### src/rtl/bcd_press_pkg.sv
// Package: shared types and constants for the push-button decimal counter.
// Assumes four-bit BCD digits holding codes 0 through 9.
package bcd_press_pkg;
    typedef logic [3:0] bcd_t;
    localparam bcd_t BCD_TOP  = 4'd9;
    localparam bcd_t BCD_ZERO = 4'd0;
endpackage

### src/rtl/press_conditioner.sv
// Module: press_conditioner
// Turns a raw asynchronous button level into a one-cycle step pulse.
// A two-flop synchronizer feeds a debouncer, which accepts a new level only
// after it has differed from the accepted level for DEBOUNCE_CYCLES
// consecutive clocks. A rising-edge detector then marks each accepted press.
// Assumes DEBOUNCE_CYCLES >= 1. Reset is synchronous and active low.
module press_conditioner #(
    parameter int DEBOUNCE_CYCLES = 65536
) (
    input  logic clk,
    input  logic rst_n,
    input  logic raw_i,
    output logic step_o
);
    localparam int CW = $clog2(DEBOUNCE_CYCLES + 1);
    localparam logic [CW-1:0] LAST = CW'(DEBOUNCE_CYCLES - 1);

    logic          sync_a_q, sync_b_q;
    logic          level_q, level_prev_q;
    logic [CW-1:0] hold_cnt_q;

    // Two-stage synchronizer for the raw button input.
    always_ff @(posedge clk) begin
        if (!rst_n) begin
            sync_a_q <= 1'b0;
            sync_b_q <= 1'b0;
        end else begin
            sync_a_q <= raw_i;
            sync_b_q <= sync_a_q;
        end
    end

    // Debounce: count consecutive cycles of disagreement, accept on the last one.
    always_ff @(posedge clk) begin
        if (!rst_n) begin
            level_q    <= 1'b0;
            hold_cnt_q <= '0;
        end else if (sync_b_q == level_q) begin
            hold_cnt_q <= '0;
        end else if (hold_cnt_q == LAST) begin
            level_q    <= sync_b_q;
            hold_cnt_q <= '0;
        end else begin
            hold_cnt_q <= hold_cnt_q + 1'b1;
        end
    end

    // Delayed copy of the accepted level for edge detection.
    always_ff @(posedge clk) begin
        if (!rst_n) level_prev_q <= 1'b0;
        else        level_prev_q <= level_q;
    end

    // Rising edge of the accepted level gives the step.
    always_comb step_o = level_q & ~level_prev_q;

    // a step never lasts more than one cycle.
    p_step_single_r6: assert property (@(posedge clk) disable iff (!rst_n)
        step_o |=> !step_o);

    // the accepted level changes only after the synchronized level has disagreed.
    p_level_follows_r7: assert property (@(posedge clk) disable iff (!rst_n)
        (level_q != level_prev_q) |-> (level_q == $past(sync_b_q)));
endmodule

### src/rtl/bcd_decade.sv
// Module: bcd_decade
// One BCD digit that advances by one on each enabled cycle, with 9 followed by 0.
// wrap_o flags an enabled cycle at digit 9, so it can enable the next decade.
// An unused code (10..15) is forced to 0 on the next enabled cycle.
// Reset is synchronous and active low.
module bcd_decade
    import bcd_press_pkg::*;
(
    input  logic clk,
    input  logic rst_n,
    input  logic en_i,
    output bcd_t digit_o,
    output logic wrap_o
);
    bcd_t digit_q;

    // Digit register: advance, or return to zero at 9 and above.
    always_ff @(posedge clk) begin
        if (!rst_n)                digit_q <= BCD_ZERO;
        else if (en_i) begin
            if (digit_q >= BCD_TOP) digit_q <= BCD_ZERO;
            else                    digit_q <= digit_q + 4'd1;
        end
    end

    // Rollover indication toward the next decade.
    always_comb wrap_o = en_i && (digit_q == BCD_TOP);

    always_comb digit_o = digit_q;

    // the digit register holds only legal BCD codes.
    p_digit_legal_r2: assert property (@(posedge clk) disable iff (!rst_n)
        digit_q <= BCD_TOP);

    // without an enable, the digit holds.
    p_digit_hold_r3: assert property (@(posedge clk) disable iff (!rst_n)
        !en_i |=> $stable(digit_q));

    // an enabled digit below 9 goes up by exactly one.
    p_digit_step_r3: assert property (@(posedge clk) disable iff (!rst_n)
        (en_i && digit_q < BCD_TOP) |=> (digit_q == $past(digit_q) + 4'd1));

    // a wrap leaves the digit at zero.
    p_digit_wrap_r4: assert property (@(posedge clk) disable iff (!rst_n)
        wrap_o |=> (digit_q == BCD_ZERO));
endmodule

### src/rtl/bcd_press_counter.sv
// Module: bcd_press_counter (top)
// Two cascaded BCD decades that step once per debounced button press, plus a
// registered one-cycle carry on the rollover from 99 to 00.
// Assumes a single clock domain apart from the raw button.
// Reset is synchronous and active low.
module bcd_press_counter
    import bcd_press_pkg::*;
#(
    parameter int DEBOUNCE_CYCLES = 65536
) (
    input  logic       clk,
    input  logic       rst_n,
    input  logic       btn_i,
    output logic [3:0] units_o,
    output logic [3:0] tens_o,
    output logic       carry_o
);
    localparam int NUM_DECADES = 2;

    logic step;
    logic [NUM_DECADES:0] chain_en;
    bcd_t digits [NUM_DECADES];
    logic carry_q;

    press_conditioner #(.DEBOUNCE_CYCLES(DEBOUNCE_CYCLES)) i_cond (
        .clk    (clk),
        .rst_n  (rst_n),
        .raw_i  (btn_i),
        .step_o (step)
    );

    // The first decade takes every step.
    always_comb chain_en[0] = step;

    // One decade per digit, each enabled by the wrap of the one below.
    for (genvar g = 0; g < NUM_DECADES; g++) begin : g_decade
        bcd_decade i_decade (
            .clk     (clk),
            .rst_n   (rst_n),
            .en_i    (chain_en[g]),
            .digit_o (digits[g]),
            .wrap_o  (chain_en[g+1])
        );
    end

    // Carry register, aligned with the digits returning to zero.
    always_ff @(posedge clk) begin
        if (!rst_n) carry_q <= 1'b0;
        else        carry_q <= chain_en[NUM_DECADES];
    end

    always_comb begin
        units_o = digits[0];
        tens_o  = digits[1];
        carry_o = carry_q;
    end

    // the carry coincides with an all-zero display.
    p_carry_zero_r5: assert property (@(posedge clk) disable iff (!rst_n)
        carry_o |-> (units_o == 4'd0 && tens_o == 4'd0));

    // the carry is a single-cycle pulse.
    p_carry_pulse_r5: assert property (@(posedge clk) disable iff (!rst_n)
        carry_o |=> !carry_o);

    // the tens digit moves only while the units digit goes to zero.
    p_tens_moves_r4: assert property (@(posedge clk) disable iff (!rst_n)
        (tens_o != $past(tens_o)) |-> (units_o == 4'd0));
endmodule

### config.mk
export PLATFORM = sky130hd
export DESIGN_NAME = bcd_press_counter
export DESIGN_NICKNAME = d
export VERILOG_FILES = /design/src/rtl/bcd_press_pkg.sv /design/src/rtl/press_conditioner.sv /design/src/rtl/bcd_decade.sv /design/src/rtl/bcd_press_counter.sv
export SDC_FILE = /design/constraint.sdc
export NUM_CORES = 1
export LEC_CHECK = 0
export BUFFER_PORTS_ARGS = -buffer_cell sky130_fd_sc_hd__buf_2
export CAP_MARGIN = 40
export CORE_UTILIZATION = 50
export CTS_CLUSTER_SIZE = 40
export DETAILED_ROUTE_END_ITERATION = 10
export PLACE_DENSITY = 0.74
export SLEW_MARGIN = 20
export SYNTH_ARGS = -nofsm -noshare
export SYNTH_HDL_FRONTEND = slang
export SYNTH_HIERARCHICAL = 1
export SYNTH_SLANG_ARGS = --single-unit
### constraint.sdc
create_clock -name clk -period 2.4 [get_ports clk]
set_input_delay 0.24 -clock clk [delete_from_list [all_inputs] [get_ports clk]]
set_output_delay 0.24 -clock clk [all_outputs]
set_load 0.01 [all_outputs]
==> results by group <==
Run status
  • Status: finished clean

Cells and area
  • Area growth syn-to-layout: 12.4%
  • Final Non-Filler Cells: 192
  • Commonest non-fill, non-tap cell in the layout: dfxtp_1
  • Layout Nets: 172
  • Finished Cell Area: 0.00150 mm^2
  • Final Util: 59.9%
  • Commonest non-fill, non-tap cells in the layout: dfxtp_1 (30), nor2_1 (20), buf_2 (11), nand2_1 (10), xnor2_1 (9)
  • # diodes: 0
  • Ratio of cells with drive above 1 in the final layout: 13.6%

Synth
  • Syn Inst Count: 144
  • Largest family of logic cells by synthesized area: simple AND/OR/NAND/NOR gates
  • Synth top area cells: dfxtp_1 (45%), ha_1 (7.5%), xnor2_1 (5.9%)
  • Syn. warnings: 6
  • Async set-reset flop share out of synthesis: 0%
  • Compound-Gate Fraction of Synth Area: 3.76%
  • Mapped Nets: 155
  • Post-synth cell types: 28
  • Flops & latches, synth: 30
  • Adder-Cell Fraction of Synth Area: 7.51%
  • Mean post-synth cell area: 9.25 um^2
  • Seq/Total Area, Yosys: 45.1%
  • Count of flip-flops with a built-in enable after synthesis: 0
  • Leading area contributor after synthesis: dfxtp_1
  • Post-synth top area share: 45.1%
  • Post-Synth Simple-Gate Area: 26.8%
  • Post-synthesis mux area share: 3.00%
  • Cell Area, Synth: 0.00133 mm^2
  • Top FF cell, synth: dfxtp_1
  • Post-synthesis xor/xnor area fraction: 11.2%

GRT
  • First-pass GRT wire length: 3600 um
  • Gr ovfl total: 0
  • Vias in the first global route: 874
  • Initial antenna violation count: 0
  • Largest net degree at the start of global routing: 16
  • Global-route usage over all layers: 18.2%

Run
  • Max Cap Viol: 0

Setup path
  • CP required: 2.59 ns
  • Origin of the critical flop-to-flop path: i_cond/hold_cnt_q[0]$_SDFF_PP0_
  • CP startpoint kind: flop
  • Critical Path End Type: flop
  • Worst R2R Path Depth: 7
  • R2R Path End: i_cond/hold_cnt_q[4]$_SDFF_PP0_
  • Critical-path maximum fanout: 15
  • Setup CP Type: flop to flop
  • Critical Path AT: 2.36 ns
  • R2r setup slk: 0.23 ns

Power and ir drop
  • Leak: 0.000545 uW
  • VDD IR max: 634 uV
  • PD cells: 597 mW/mm^2

CTS
  • Num CTS Buffers: 5
  • H-tree depth: 2
  • CTS Sinks: 30
  • CTS tree: yes
  • Hold buffers post-CTS: 0
  • # resized after CTS: 0
  • Clock latency on the worst-skew pair: 0.32 ns
  • Reg clk slew, reported paths: 0.08 ns
  • CTS max path bufs: 2
  • Post-CTS setup buffer count: 0
  • Clk root buf: clkbuf_4

Detailed routing
  • DR top layer: met4
  • First-pass iteration count of the detailed router: 4
  • Vias: 1012
  • WL/cell: 11.6 um
  • Antenna Nets Post-Route: 0
  • Residual DRC: 0
  • Final wirelength: 2230 um
  • Vias per std cell: 5.27
  • Met2 routed WL: 1130 um
  • Initial DRC Count: 12
  • Routed wl met3: 90 um
  • M1 WL: 983 um

Timing
  • Final cycle utilization of the critical path: 90.6%
  • Final setup margin: 0.226 ns
  • RSZ-0062 raised after global routing: false
  • Setup violators final: 0
  • Final Critical Period: 2.17 ns
  • Least-Margin Pin Slew: 0.519 ns
  • Final TNS setup: 0 ns
  • Fin. max-slew vios: 0
  • Fmax: 0.460 GHz
  • Relative slew slack: 65.4%
  • Clk_skew: 0.0114 ns
  • Count of final hold-check violations: 0

Die
  • Overall die height: 53.6 um
  • DIE WIDTH: 53.6 um
  • Initial core utilization: 53.3%
  • Num rows: 18
  • IO Pins: 12
  • Core area: 0.00250 mm^2
  • Die area: 0.00288 mm^2

Hold path
  • Hold Path End: i_cond/sync_a_q$_SDFF_PN0_
  • Worst Hold Depth: 2
  • HP Start: btn_i
  • Hold WC Path Type: input port to flop

Place
  • Dpl cell area: 0.00142 mm^2
  • Worst slack, placed: 0.239 ns
  • Gp weighted congestion: 0.846
  • IO Port Bufs: 11
  • Placed insts: 184
  • Post-DP HPWL: 1610 um
[through the flow]
| step | hold slack, ns | power (uW) |
|---|---|---|
| floorplan | 0.362 | 519 |
| global placement | 0.415 | 523 |
| detailed placement | 0.441 | 524 |
| CTS | 0.139 | 905 |
| global route | 0.133 | 934 |
| finish | 0.152 | 894 |
[worst max-delay path, cell delays in order, from the launching register on]
cell     delay, ns
dfxtp_1       0.38
ha_1          0.24
nand4_1       0.20
nor3_1        0.26
and3_1        0.21
ha_1          0.19
or3b_1        0.46
nor2_1        0.10
[cells in the mapped netlist, types with 2 or more instances]
cell type	n
xor2_1	8
inv_1	7
dfxtp_1	30
nor3_1	2
nand3_1	5
nor2_1	20
and3_1	3
and2_1	6
nor2b_1	2
o21ai_2	2
nor3b_1	5
nand2_1	10
mux2i_1	4
ha_1	8
buf_2	2
xnor2_1	9
nand4_1	5
nor4_1	3
a21oi_1	3
o21ai_0	2
[final cells by class]
cell class              count  area [um^2]
clock buffers               7         45.0
clock inverters             1         30.0
fillers                   221         1000
inverters                   7         26.3
multi-input cells         105          696
flip-flops and latches     30          601
well taps                  30         37.5
repair buffers             12         62.6
[layer usage]
metal / vias up / track usage (%)
met2: 20 / 29.8
met3: 4 / 8.47
met4: 0 / 7.89
li1: 521 / -
met1: 467 / 20.2
met5: - / 0
[flip-flops by register name, summed over array words and instances, names as in the netlist]
| signal | flops |
|---|---|
| i_cond/hold_cnt_q | 17 |
| g_decade.i_decade/digit_o | 8 |
| carry_o | 1 |
| i_cond/level_prev_q | 1 |
| i_cond/level_q | 1 |
| i_cond/sync_a_q | 1 |
| i_cond/sync_b_q | 1 |
[how the worst max path moves through the flow]
stage                                         start                               end  slack (ns)  depth (start not counted)
finish              i_cond/hold_cnt_q[0]$_SDFF_PP0_   i_cond/hold_cnt_q[4]$_SDFF_PP0_        0.23                          7
global route        i_cond/hold_cnt_q[0]$_SDFF_PP0_   i_cond/hold_cnt_q[7]$_SDFF_PP0_        0.03                          7
CTS                 i_cond/hold_cnt_q[0]$_SDFF_PP0_   i_cond/hold_cnt_q[4]$_SDFF_PP0_        0.22                          7
detailed placement  i_cond/hold_cnt_q[0]$_SDFF_PP0_   i_cond/hold_cnt_q[4]$_SDFF_PP0_        0.24                          7
global placement    i_cond/hold_cnt_q[0]$_SDFF_PP0_   i_cond/hold_cnt_q[5]$_SDFF_PP0_        0.35                          7
floorplan           i_cond/hold_cnt_q[0]$_SDFF_PP0_  i_cond/hold_cnt_q[11]$_SDFF_PP0_        0.45                          9
[kinds of logic (layout without fill, tap and decap cells)]
family | count (synthesis) | count (layout)
compound gates | 8 | 8
xor+xnor | 17 | 17
fa+ha+maj | 8 | 8
buf+inv | 9 | 27
flops | 30 | 30
mux | 4 | 4
simple gates | 68 | 68
[power breakdown]
part	total [uW]	switching, uW	internal, uW	leakage, uW
logic	11.9	7.46	4.47	0.000263
clock network	381	160	221	0.0000395
registers	500	1.13	499	0.000242
No activity file was read; power rests on OpenSTA's default activity.
